`config.mk`:
```
export PLATFORM = sky130hd
export DESIGN_NAME = fragile_insert_ctrl
export DESIGN_NICKNAME = d
export VERILOG_FILES = /design/src/rtl/ftd_pkg.sv /design/src/rtl/ftd_pressure_bank.sv /design/src/rtl/ftd_throttle_bank.sv /design/src/rtl/ftd_insert_select.sv /design/src/rtl/fragile_insert_ctrl.sv
export SDC_FILE = /design/constraint.sdc
export NUM_CORES = 1
export LEC_CHECK = 0
export CAP_MARGIN = 10
export CORE_UTILIZATION = 54
export CTS_BUF_LIST = sky130_fd_sc_hd__clkbuf_16
export DETAILED_ROUTE_END_ITERATION = 10
export DONT_BUFFER_PORTS = 1
export PLACE_DENSITY = 0.69
export SYNTH_ARGS = -nofsm -noshare
export SYNTH_HDL_FRONTEND = slang
export SYNTH_SLANG_ARGS = --single-unit
```
`constraint.sdc`:
```
create_clock -name clk -period 6 [get_ports clk]
set_clock_uncertainty 0.15 [all_clocks]
set_input_delay 1.8 -clock clk [delete_from_list [all_inputs] [get_ports clk]]
set_output_delay 1.8 -clock clk [all_outputs]
set_load 0.1 [all_outputs]
```
`src/rtl/ftd_pkg.sv`:
```
package ftd_pkg;

    typedef enum logic {
        INS_PLAIN     = 1'b0,
        INS_PROTECTED = 1'b1
    } ins_kind_e;

    typedef enum logic [1:0] {
        UPD_IDLE    = 2'd0,
        UPD_APPLY   = 2'd1,
        UPD_DROPPED = 2'd2
    } upd_kind_e;

    function automatic int tid_width(input int n);
        return (n > 1) ? $clog2(n) : 1;
    endfunction

    function automatic int zero_sum_gain(input int n);
        return n - 1;
    endfunction

endpackage

```
`src/rtl/ftd_pressure_bank.sv`:
```
module ftd_pressure_bank
    import ftd_pkg::*;
#(
    parameter int NT = 4,
    parameter int CW = 14,
    parameter int TW = 2
) (
    input  logic             clk,
    input  logic             rst,
    input  logic             upd_en,
    input  logic [TW-1:0]    upd_tid,
    output logic [NT-1:0]    fragile,
    output logic [NT*CW-1:0] cnt_flat
);
    localparam int WW = CW + 2;
    localparam logic signed [WW-1:0] GAIN_W = WW'(zero_sum_gain(NT));
    localparam logic signed [WW-1:0] ONE_W  = WW'(1);
    localparam logic signed [WW-1:0] MAX_W  = WW'((2 ** (CW - 1)) - 1);
    localparam logic signed [WW-1:0] MIN_W  = -(WW'(2 ** (CW - 1)));

    logic signed [CW-1:0] cnt_q [NT];
    logic signed [WW-1:0] cur_w [NT];
    logic signed [WW-1:0] cand  [NT];
    logic [NT-1:0]        in_rng;
    upd_kind_e            upd_kind;

    always_comb begin
        if (!upd_en)       upd_kind = UPD_IDLE;
        else if (&in_rng)  upd_kind = UPD_APPLY;
        else               upd_kind = UPD_DROPPED;
    end

    for (genvar t = 0; t < NT; t++) begin : g_thr
        assign cur_w[t]  = WW'(cnt_q[t]);
        assign cand[t]   = (upd_tid == TW'(t)) ? (cur_w[t] + GAIN_W)
                                               : (cur_w[t] - ONE_W);
        assign in_rng[t] = (cand[t] <= MAX_W) && (cand[t] >= MIN_W);

        always_ff @(posedge clk) begin
            if (rst)
                cnt_q[t] <= '0;
            else if (upd_kind == UPD_APPLY)
                cnt_q[t] <= cand[t][CW-1:0];
        end

        assign fragile[t]             = cnt_q[t][CW-1];
        assign cnt_flat[t*CW +: CW]   = cnt_q[t];
    end

endmodule

```
`src/rtl/ftd_throttle_bank.sv`:
```
module ftd_throttle_bank #(
    parameter int NT    = 4,
    parameter int THW   = 11,
    parameter int LIMIT = 64,
    parameter int TW    = 2
) (
    input  logic              clk,
    input  logic              rst,
    input  logic              miss_vld,
    input  logic [TW-1:0]     miss_tid,
    output logic [NT-1:0]     open_win,
    output logic [NT*THW-1:0] thr_flat
);
    localparam logic [THW:0] LIMIT_W = (THW + 1)'(LIMIT);

    logic [THW-1:0] thr_q [NT];

    for (genvar t = 0; t < NT; t++) begin : g_thr
        always_ff @(posedge clk) begin
            if (rst)
                thr_q[t] <= '0;
            else if (miss_vld && (miss_tid == TW'(t)))
                thr_q[t] <= thr_q[t] + 1'b1;
        end

        assign open_win[t]             = {1'b0, thr_q[t]} < LIMIT_W;
        assign thr_flat[t*THW +: THW]  = thr_q[t];
    end

endmodule

```
`src/rtl/ftd_insert_select.sv`:
```
module ftd_insert_select
    import ftd_pkg::*;
#(
    parameter int NT = 4,
    parameter int TW = 2
) (
    input  logic          miss_vld,
    input  logic [TW-1:0] miss_tid,
    input  logic [NT-1:0] fragile,
    input  logic [NT-1:0] open_win,
    output ins_kind_e     kind
);
    logic frag_sel;
    logic open_sel;

    always_comb begin
        frag_sel = 1'b0;
        open_sel = 1'b0;
        for (int t = 0; t < NT; t++) begin
            if (miss_tid == TW'(t)) begin
                frag_sel = fragile[t];
                open_sel = open_win[t];
            end
        end
        kind = (miss_vld && (frag_sel || open_sel)) ? INS_PROTECTED : INS_PLAIN;
    end

endmodule

```
`src/rtl/fragile_insert_ctrl.sv`:
```
module fragile_insert_ctrl
    import ftd_pkg::*;
#(
    parameter int NUM_THREADS = 4,
    parameter int PRES_W      = 14,
    parameter int THR_W       = 11,
    parameter int THR_LIMIT   = 64,
    localparam int TID_W      = tid_width(NUM_THREADS)
) (
    input  logic                   clk,
    input  logic                   rst,
    input  logic                   miss_vld_i,
    input  logic [TID_W-1:0]       miss_tid_i,
    input  logic                   miss_ded_i,
    output logic [NUM_THREADS-1:0] fragile_o,
    output logic                   protect_o
);
    logic [NUM_THREADS-1:0]        open_win;
    logic [NUM_THREADS*PRES_W-1:0] pres_flat;
    logic [NUM_THREADS*THR_W-1:0]  thr_flat;
    ins_kind_e                     kind;

    ftd_pressure_bank #(.NT(NUM_THREADS), .CW(PRES_W), .TW(TID_W)) u_pres (
        .clk      (clk),
        .rst      (rst),
        .upd_en   (miss_vld_i && miss_ded_i),
        .upd_tid  (miss_tid_i),
        .fragile  (fragile_o),
        .cnt_flat (pres_flat)
    );

    ftd_throttle_bank #(.NT(NUM_THREADS), .THW(THR_W), .LIMIT(THR_LIMIT),
                        .TW(TID_W)) u_thr (
        .clk      (clk),
        .rst      (rst),
        .miss_vld (miss_vld_i),
        .miss_tid (miss_tid_i),
        .open_win (open_win),
        .thr_flat (thr_flat)
    );

    ftd_insert_select #(.NT(NUM_THREADS), .TW(TID_W)) u_sel (
        .miss_vld (miss_vld_i),
        .miss_tid (miss_tid_i),
        .fragile  (fragile_o),
        .open_win (open_win),
        .kind     (kind)
    );

    assign protect_o = (kind == INS_PROTECTED);

endmodule

```
==> results.txt, run 1 <==
status -> finished, final reports clean
synthesized netlist cell count -> 662
post-route ant nets -> 0
ranking of synthesized cells by area -> edfxtp_1, ha_1, nor2_1
CTS tree -> done
max frequency -> 187 MHz
Tcrit/Tclk final -> 0.892
vias -> 4768
CTS Buf Count -> 9
global-route wire length before repair -> 21300 µm
Leak -> 2.82 nW
die span in x -> 113 µm
first-iteration detailed-routing DRC count -> 310
Cell variety after synth -> 54
clk root buf -> clkbuf_16
cell taking the most area after synthesis -> edfxtp_1
Required @ worst endpoint -> 4.05 ns
Synthesized Nets -> 733
Yosys top cell area share -> 0.448
vias in the first global route -> 4710
worst path cell trace -> nor2b_1, inv_1, o311ai_0, a31oi_2, buf_4
asr flop ratio synth -> 0
Most used DFF post-synth -> edfxtp_1
clock latency on the worst-skew pair -> 0.35 ns
Top delay family on crit path -> compound AO/OA/AOI/OAI gates
post-layout minimum cycle time -> 5.35 ns
Setup crit end kind -> output port
Critical-path top delay cell -> o311ai_0
CTS H-tree depth -> 3
final WL -> 12400 µm
GP Congestion -> 0.862
Vias/cell -> 5.69
# resized after CTS -> 0
Finished Core Util -> 0.597
routed wire length per instance -> 14.9 µm
fraction of layout cells with a size suffix above 1 -> 0.0478
Critical Path Max Stage Delay -> 0.67 ns
Cell Rows -> 40
DP HPWL -> 8770 µm
NumNets Final -> 736
RSZ-0062 raised after global routing -> no
I/O pin count -> 11
Pre-antenna DRT Iters -> 5
DRC violations left -> 0
crit path DAT -> 3.40 ns
CP max FO -> 14
Max Cap Viol -> 0
Final Max Slew Viols -> 0
Hold Crit Class -> reg2reg
final hold vios -> 0
CTS Hold Bufs -> 0
CP Launch Type -> input pin
number of flops mapped to enable cells by yosys -> 100
Chip Height -> 113 µm
Avg Cell Area, Syn -> 10.1 µm²
Worst VDD drop -> 123 µV
most numerous cell in the Yosys netlist -> nor2_1
die area -> 12900 µm²
Core Region -> 12100 µm²
Setup Total Neg Slack -> 0 ns
initial cell density of the core -> 0.556
CP Buf/Inv Count -> 2
commonest cells in the netlist -> nor2_1, edfxtp_1, ha_1, xor2_1, a21oi_1
register area share after synthesis -> 0.448
power density cells -> 255 nW/µm²
Worst Path Class, Setup -> in2out
number of port buffers -> 0
slew margin rel. -> 0.292
largest net degree at the start of global routing -> 57
Post-CTS Setup Inserts -> 0
synth warn -> 0
Yosys reg bits -> 100
Worst-Margin Slew -> 1.06 ns
Tot GR Track Use -> 0.205
synthesized area -> 6710 µm²
Area Growth Syn to Fin -> 7.27%
antenna cell count -> 0
final setup violating endpoints -> 0
grt ovf -> 0
Post-DP Area -> 6890 µm²
final instance area -> 7200 µm²
initial antenna violation count -> 0
CTS sink count -> 100
clk buf depth -> 2
clock slew at reported path FFs -> 0.07 ns
-- worst reg2reg max path: cells and delay by family, from the launching register on --
family,cells,cell delay (ns)
XOR/XNOR,1,0.11
AO/OA/AOI/OAI,2,0.52
adder cells (fa/ha/maj),1,0.41
AND/OR/NAND/NOR,5,1.20
flip-flops,1,1.02
-- kinds of logic (layout without fill, tap and decap cells) --
logic type,Yosys count,in the layout,synth area share
buf+inv,33,41,0.0263
compound gates,135,135,0.130
simple gates,255,255,0.178
flops,100,100,0.448
xor+xnor,74,74,0.0966
fa+ha+maj,65,65,0.121
-- cells in the final DEF (no fill, tap or decap), types with 8 or more instances in the layout --
cell	count
nor2_1	115
and3_1	15
a21oi_1	41
nand3_1	31
ha_1	65
inv_1	19
edfxtp_1	100
clkbuf_16	9
xnor2_1	29
o21a_1	8
a21o_1	15
nor3_1	11
or3_1	9
xor2_1	45
nand2_1	31
o21ai_0	27
nor2b_1	10
nand2b_1	12
-- metal layers --
| layer | vias up | part of all wire | wire length [µm] | GRT usage |
|---|---|---|---|---|
| met5 | - | 0 | 0 | 0 |
| met3 | 14 | 0.025 | 309 | 0.0303 |
| met4 | 0 | 0.016 | 199 | 0.0860 |
| met2 | 56 | 0.49 | 6130 | 0.352 |
| li1 | 2416 | - | - | - |
| met1 | 2282 | 0.47 | 5800 | 0.260 |
-- final timing paths --
check | startpoint | to | slack [ns] | cells after the start
max reg2reg | u_pres.cnt_q[0][13] | u_pres.cnt_q[2][4] | 2.45 | 9
min reg2reg | u_pres.cnt_q[3][0] | u_pres.cnt_q[3][0] | 0.44 | 1
max | miss_tid_i[1] | protect_o | 0.65 | 5
min | u_pres.cnt_q[3][0] | u_pres.cnt_q[3][0] | 0.44 | 1
-- registers in the layout, indices dropped and copies added, names as in the netlist --
name and count:
u_thr.thr_q 44, u_pres.cnt_q 56
-- power breakdown --
group / leakage, nW / switching (W) / internal [W]
Combinational: 1.63 / 0.000215 / 0.000161
Sequential: 1.04 / 0.0000372 / 0.000810
Clock: 0.151 / 0.000284 / 0.000331
Total: 2.82 / 0.000536 / 0.00130
-- area by class of cell --
| cell class | count | area, µm² |
|---|---|---|
| inverter | 19 | 71.3 |
| clock buffer | 9 | 225 |
| sequential | 100 | 3000 |
| timing repair buffer | 6 | 70.1 |
| clock inverter | 7 | 80.1 |
| multi-input combinational | 529 | 3540 |
| tap | 168 | 210 |
| fill | 1032 | 4860 |
-- metrics by stage --
stage | hold WS, ns | total power [W] | std cells | setup WS [ns]
2_1_floorplan | 0.396 | 0.00116 | 662 | 0.367
3_3_place_gp | 0.415 | 0.00122 | 822 | 0.633
3_5_place_dp | 0.426 | 0.00124 | 822 | 0.489
4_1_cts | 0.438 | 0.00185 | 838 | 0.651
5_1_grt | 0.460 | 0.00192 | 838 | 0.515
6_report | 0.436 | 0.00184 | 838 | 0.650
(Power assumes the default switching activity.)
==> run 2: changes to the inputs <==
--- a/config.mk
+++ b/config.mk
@@ -6,11 +6,10 @@
 export NUM_CORES = 1
 export LEC_CHECK = 0
 export CAP_MARGIN = 10
-export CORE_UTILIZATION = 54
+export CORE_UTILIZATION = 45
 export CTS_BUF_LIST = sky130_fd_sc_hd__clkbuf_16
 export DETAILED_ROUTE_END_ITERATION = 10
 export DONT_BUFFER_PORTS = 1
-export PLACE_DENSITY = 0.69
 export SYNTH_ARGS = -nofsm -noshare
 export SYNTH_HDL_FRONTEND = slang
 export SYNTH_SLANG_ARGS = --single-unit
==> run 2 against run 1 <==
Global-route usage decreased by 3.1 points. Via count shrank 2.2%. Count of clock-buffer cells in the layout unchanged. Combinational power shrank 2%. Critical endpoint unchanged. Largest power group unchanged.
==> results.txt, run 2 (synthesis gave the netlist of run 1 again) <==
slew margin rel. -> 0.318 (was 0.292)
hold depth -> 1 (unchanged)
NumNets Final -> 733 (was 736)
first-iteration detailed-routing DRC count -> 230 (was 310)
Post-CTS Setup Inserts -> 0 (unchanged)
Worst-Margin Slew -> 1.02 ns (was 1.06 ns)
# resized after CTS -> 0 (unchanged)
final instance area -> 7140 µm² (was 7200 µm²)
routed wire length per instance -> 14.5 µm (was 14.9 µm)
pre-CTS WS -> 0.344 ns (was 0.489 ns)
die span in x -> 124 µm (was 113 µm)
GP Congestion -> 0.806 (was 0.862)
Area Growth Syn to Fin -> 6.47% (was 7.27%)
CP Launch Type -> input pin (unchanged)
clock latency on the worst-skew pair -> 0.36 ns (was 0.35 ns)
CTS tree -> done (unchanged)
largest net degree at the start of global routing -> 57 (unchanged)
Critical-path top delay cell -> nand2_1 (was o311ai_0)
Worst VDD drop -> 145 µV (was 123 µV)
Tot GR Track Use -> 0.175 (was 0.205)
largest register by flop count -> u_pres.cnt_q (unchanged)
post-route ant nets -> 0 (unchanged)
R2R depth -> 7 (was 9)
Hold Crit Class -> reg2reg (unchanged)
initial antenna violation count -> 0 (unchanged)
global-route wire length before repair -> 21000 µm (was 21300 µm)
Setup crit end kind -> output port (unchanged)
Worst Path Class, Setup -> in2out (unchanged)
commonest non-fill, non-tap cell in the layout -> nor2_1 (unchanged)
CTS Hold Bufs -> 0 (unchanged)
final WL -> 12300 µm (was 12400 µm)
worst path cell trace -> nand2_1, nor2_1, o21ai_0, o311ai_0, a31oi_2, buf_4 (was nor2b_1, inv_1, o311ai_0, a31oi_2, buf_4)
Largest register FFs -> 56 (unchanged)
die area -> 15400 µm² (was 12900 µm²)
placed cell count -> 835 (was 822)
Worst path depth -> 6 (was 5)
clk buf depth -> 2 (unchanged)
Top delay family on crit path -> compound AO/OA/AOI/OAI gates (unchanged)
Core Region -> 14500 µm² (was 12100 µm²)
I/O pin count -> 11 (unchanged)
status -> finished, final reports clean (unchanged)
Leak -> 2.78 nW (was 2.82 nW)
DRC violations left -> 0 (unchanged)
CTS H-tree depth -> 3 (unchanged)
Setup Total Neg Slack -> 0 ns (unchanged)
RSZ-0062 raised after global routing -> no (unchanged)
power density cells -> 248 nW/µm² (was 255 nW/µm²)
max frequency -> 186 MHz (was 187 MHz)
DP HPWL -> 8480 µm (was 8770 µm)
Tcrit/Tclk final -> 0.896 (was 0.892)
CTS Buf Count -> 9 (unchanged)
Pre-antenna DRT Iters -> 5 (unchanged)
initial cell density of the core -> 0.462 (was 0.556)
CP max FO -> 15 (was 14)
Critical Path Max Stage Delay -> 0.52 ns (was 0.67 ns)
most frequent cells in the layout -> nor2_1, edfxtp_1, ha_1 (unchanged)
CTS sink count -> 100 (unchanged)
Chip Height -> 124 µm (was 113 µm)
Post-DP Area -> 6860 µm² (was 6890 µm²)
final setup violating endpoints -> 0 (unchanged)
crit path DAT -> 3.43 ns (was 3.40 ns)
grt ovf -> 0 (unchanged)
fraction of layout cells with a size suffix above 1 -> 0.0450 (was 0.0478)
Final Max Slew Viols -> 0 (unchanged)
clk root buf -> clkbuf_16 (unchanged)
Cell Rows -> 44 (was 40)
vias -> 4661 (was 4768)
top flop regs -> u_pres.cnt_q: 56 flops, u_thr.thr_q: 44 flops (unchanged)
Required @ worst endpoint -> 4.05 ns (about the same)
final hold vios -> 0 (unchanged)
Layout Cells excl Fill -> 851 (was 838)
Final WS setup -> 0.625 ns (was 0.650 ns)
clock slew at reported path FFs -> 0.07 ns (about the same)
antenna cell count -> 0 (unchanged)
post-layout minimum cycle time -> 5.38 ns (was 5.35 ns)
Max Cap Viol -> 0 (unchanged)
Vias/cell -> 5.48 (was 5.69)
CP Buf/Inv Count -> 1 (was 2)
number of port buffers -> 0 (unchanged)
vias in the first global route -> 4630 (was 4710)
Finished Core Util -> 0.491 (was 0.597)
## run 2: cell count changes in the layout (fill, tap and decap cells not counted)
cell and delta:
clkinv_2 +1, clkinv_1 -1, buf_4 -1, inv_8 -1, inv_6 -4, buf_12 -2
bufinv_16 -1, clkinvlp_4 +3, clkinv_4 +3
## run 2: area by class of cell
cell class              instances  area [µm²]
inverters                      19        71.3
multi-input cells             529        3540
clock inverters                 7        53.8
flip-flops and latches        100        3000
fillers                      1358        7390
clock buffers                   9         225
repair buffers                  3        22.5
well taps                     184         230
## run 2: worst paths after layout
| kind | slack, ns | startpoint | endpoint |
|---|---|---|---|
| setup / recovery | 0.62 | miss_tid_i[1] | protect_o |
| setup reg to reg | 2.37 | u_pres.cnt_q[2][13] | u_pres.cnt_q[3][6] |
| hold reg to reg | 0.44 | u_pres.cnt_q[3][0] | u_pres.cnt_q[3][0] |
| hold / removal | 0.44 | u_pres.cnt_q[3][0] | u_pres.cnt_q[3][0] |
## run 2: power breakdown
part           switching [W]  internal (W)  total [W]
clock               0.000271      0.000283   0.000554
combinational       0.000211      0.000157   0.000368
sequential         0.0000368      0.000811   0.000847
## run 2: per-layer routing
metal  up-vias  track usage  routed length [µm]  share of wire
li1       2401            -                   -              -
met1      2199        0.224                6110           0.50
met2        47        0.289                5670           0.46
met3        14       0.0462                 362          0.029
met4         0       0.0506                 147          0.012
met5         -            0                   0              0
## run 2: stage by stage
step	total power, W	hold slack (ns)
CTS	0.00179	0.441
detailed placement	0.00123	0.431
global route	0.00186	0.454
global placement	0.00122	0.423
floorplan	0.00116	0.396
finish	0.00177	0.438
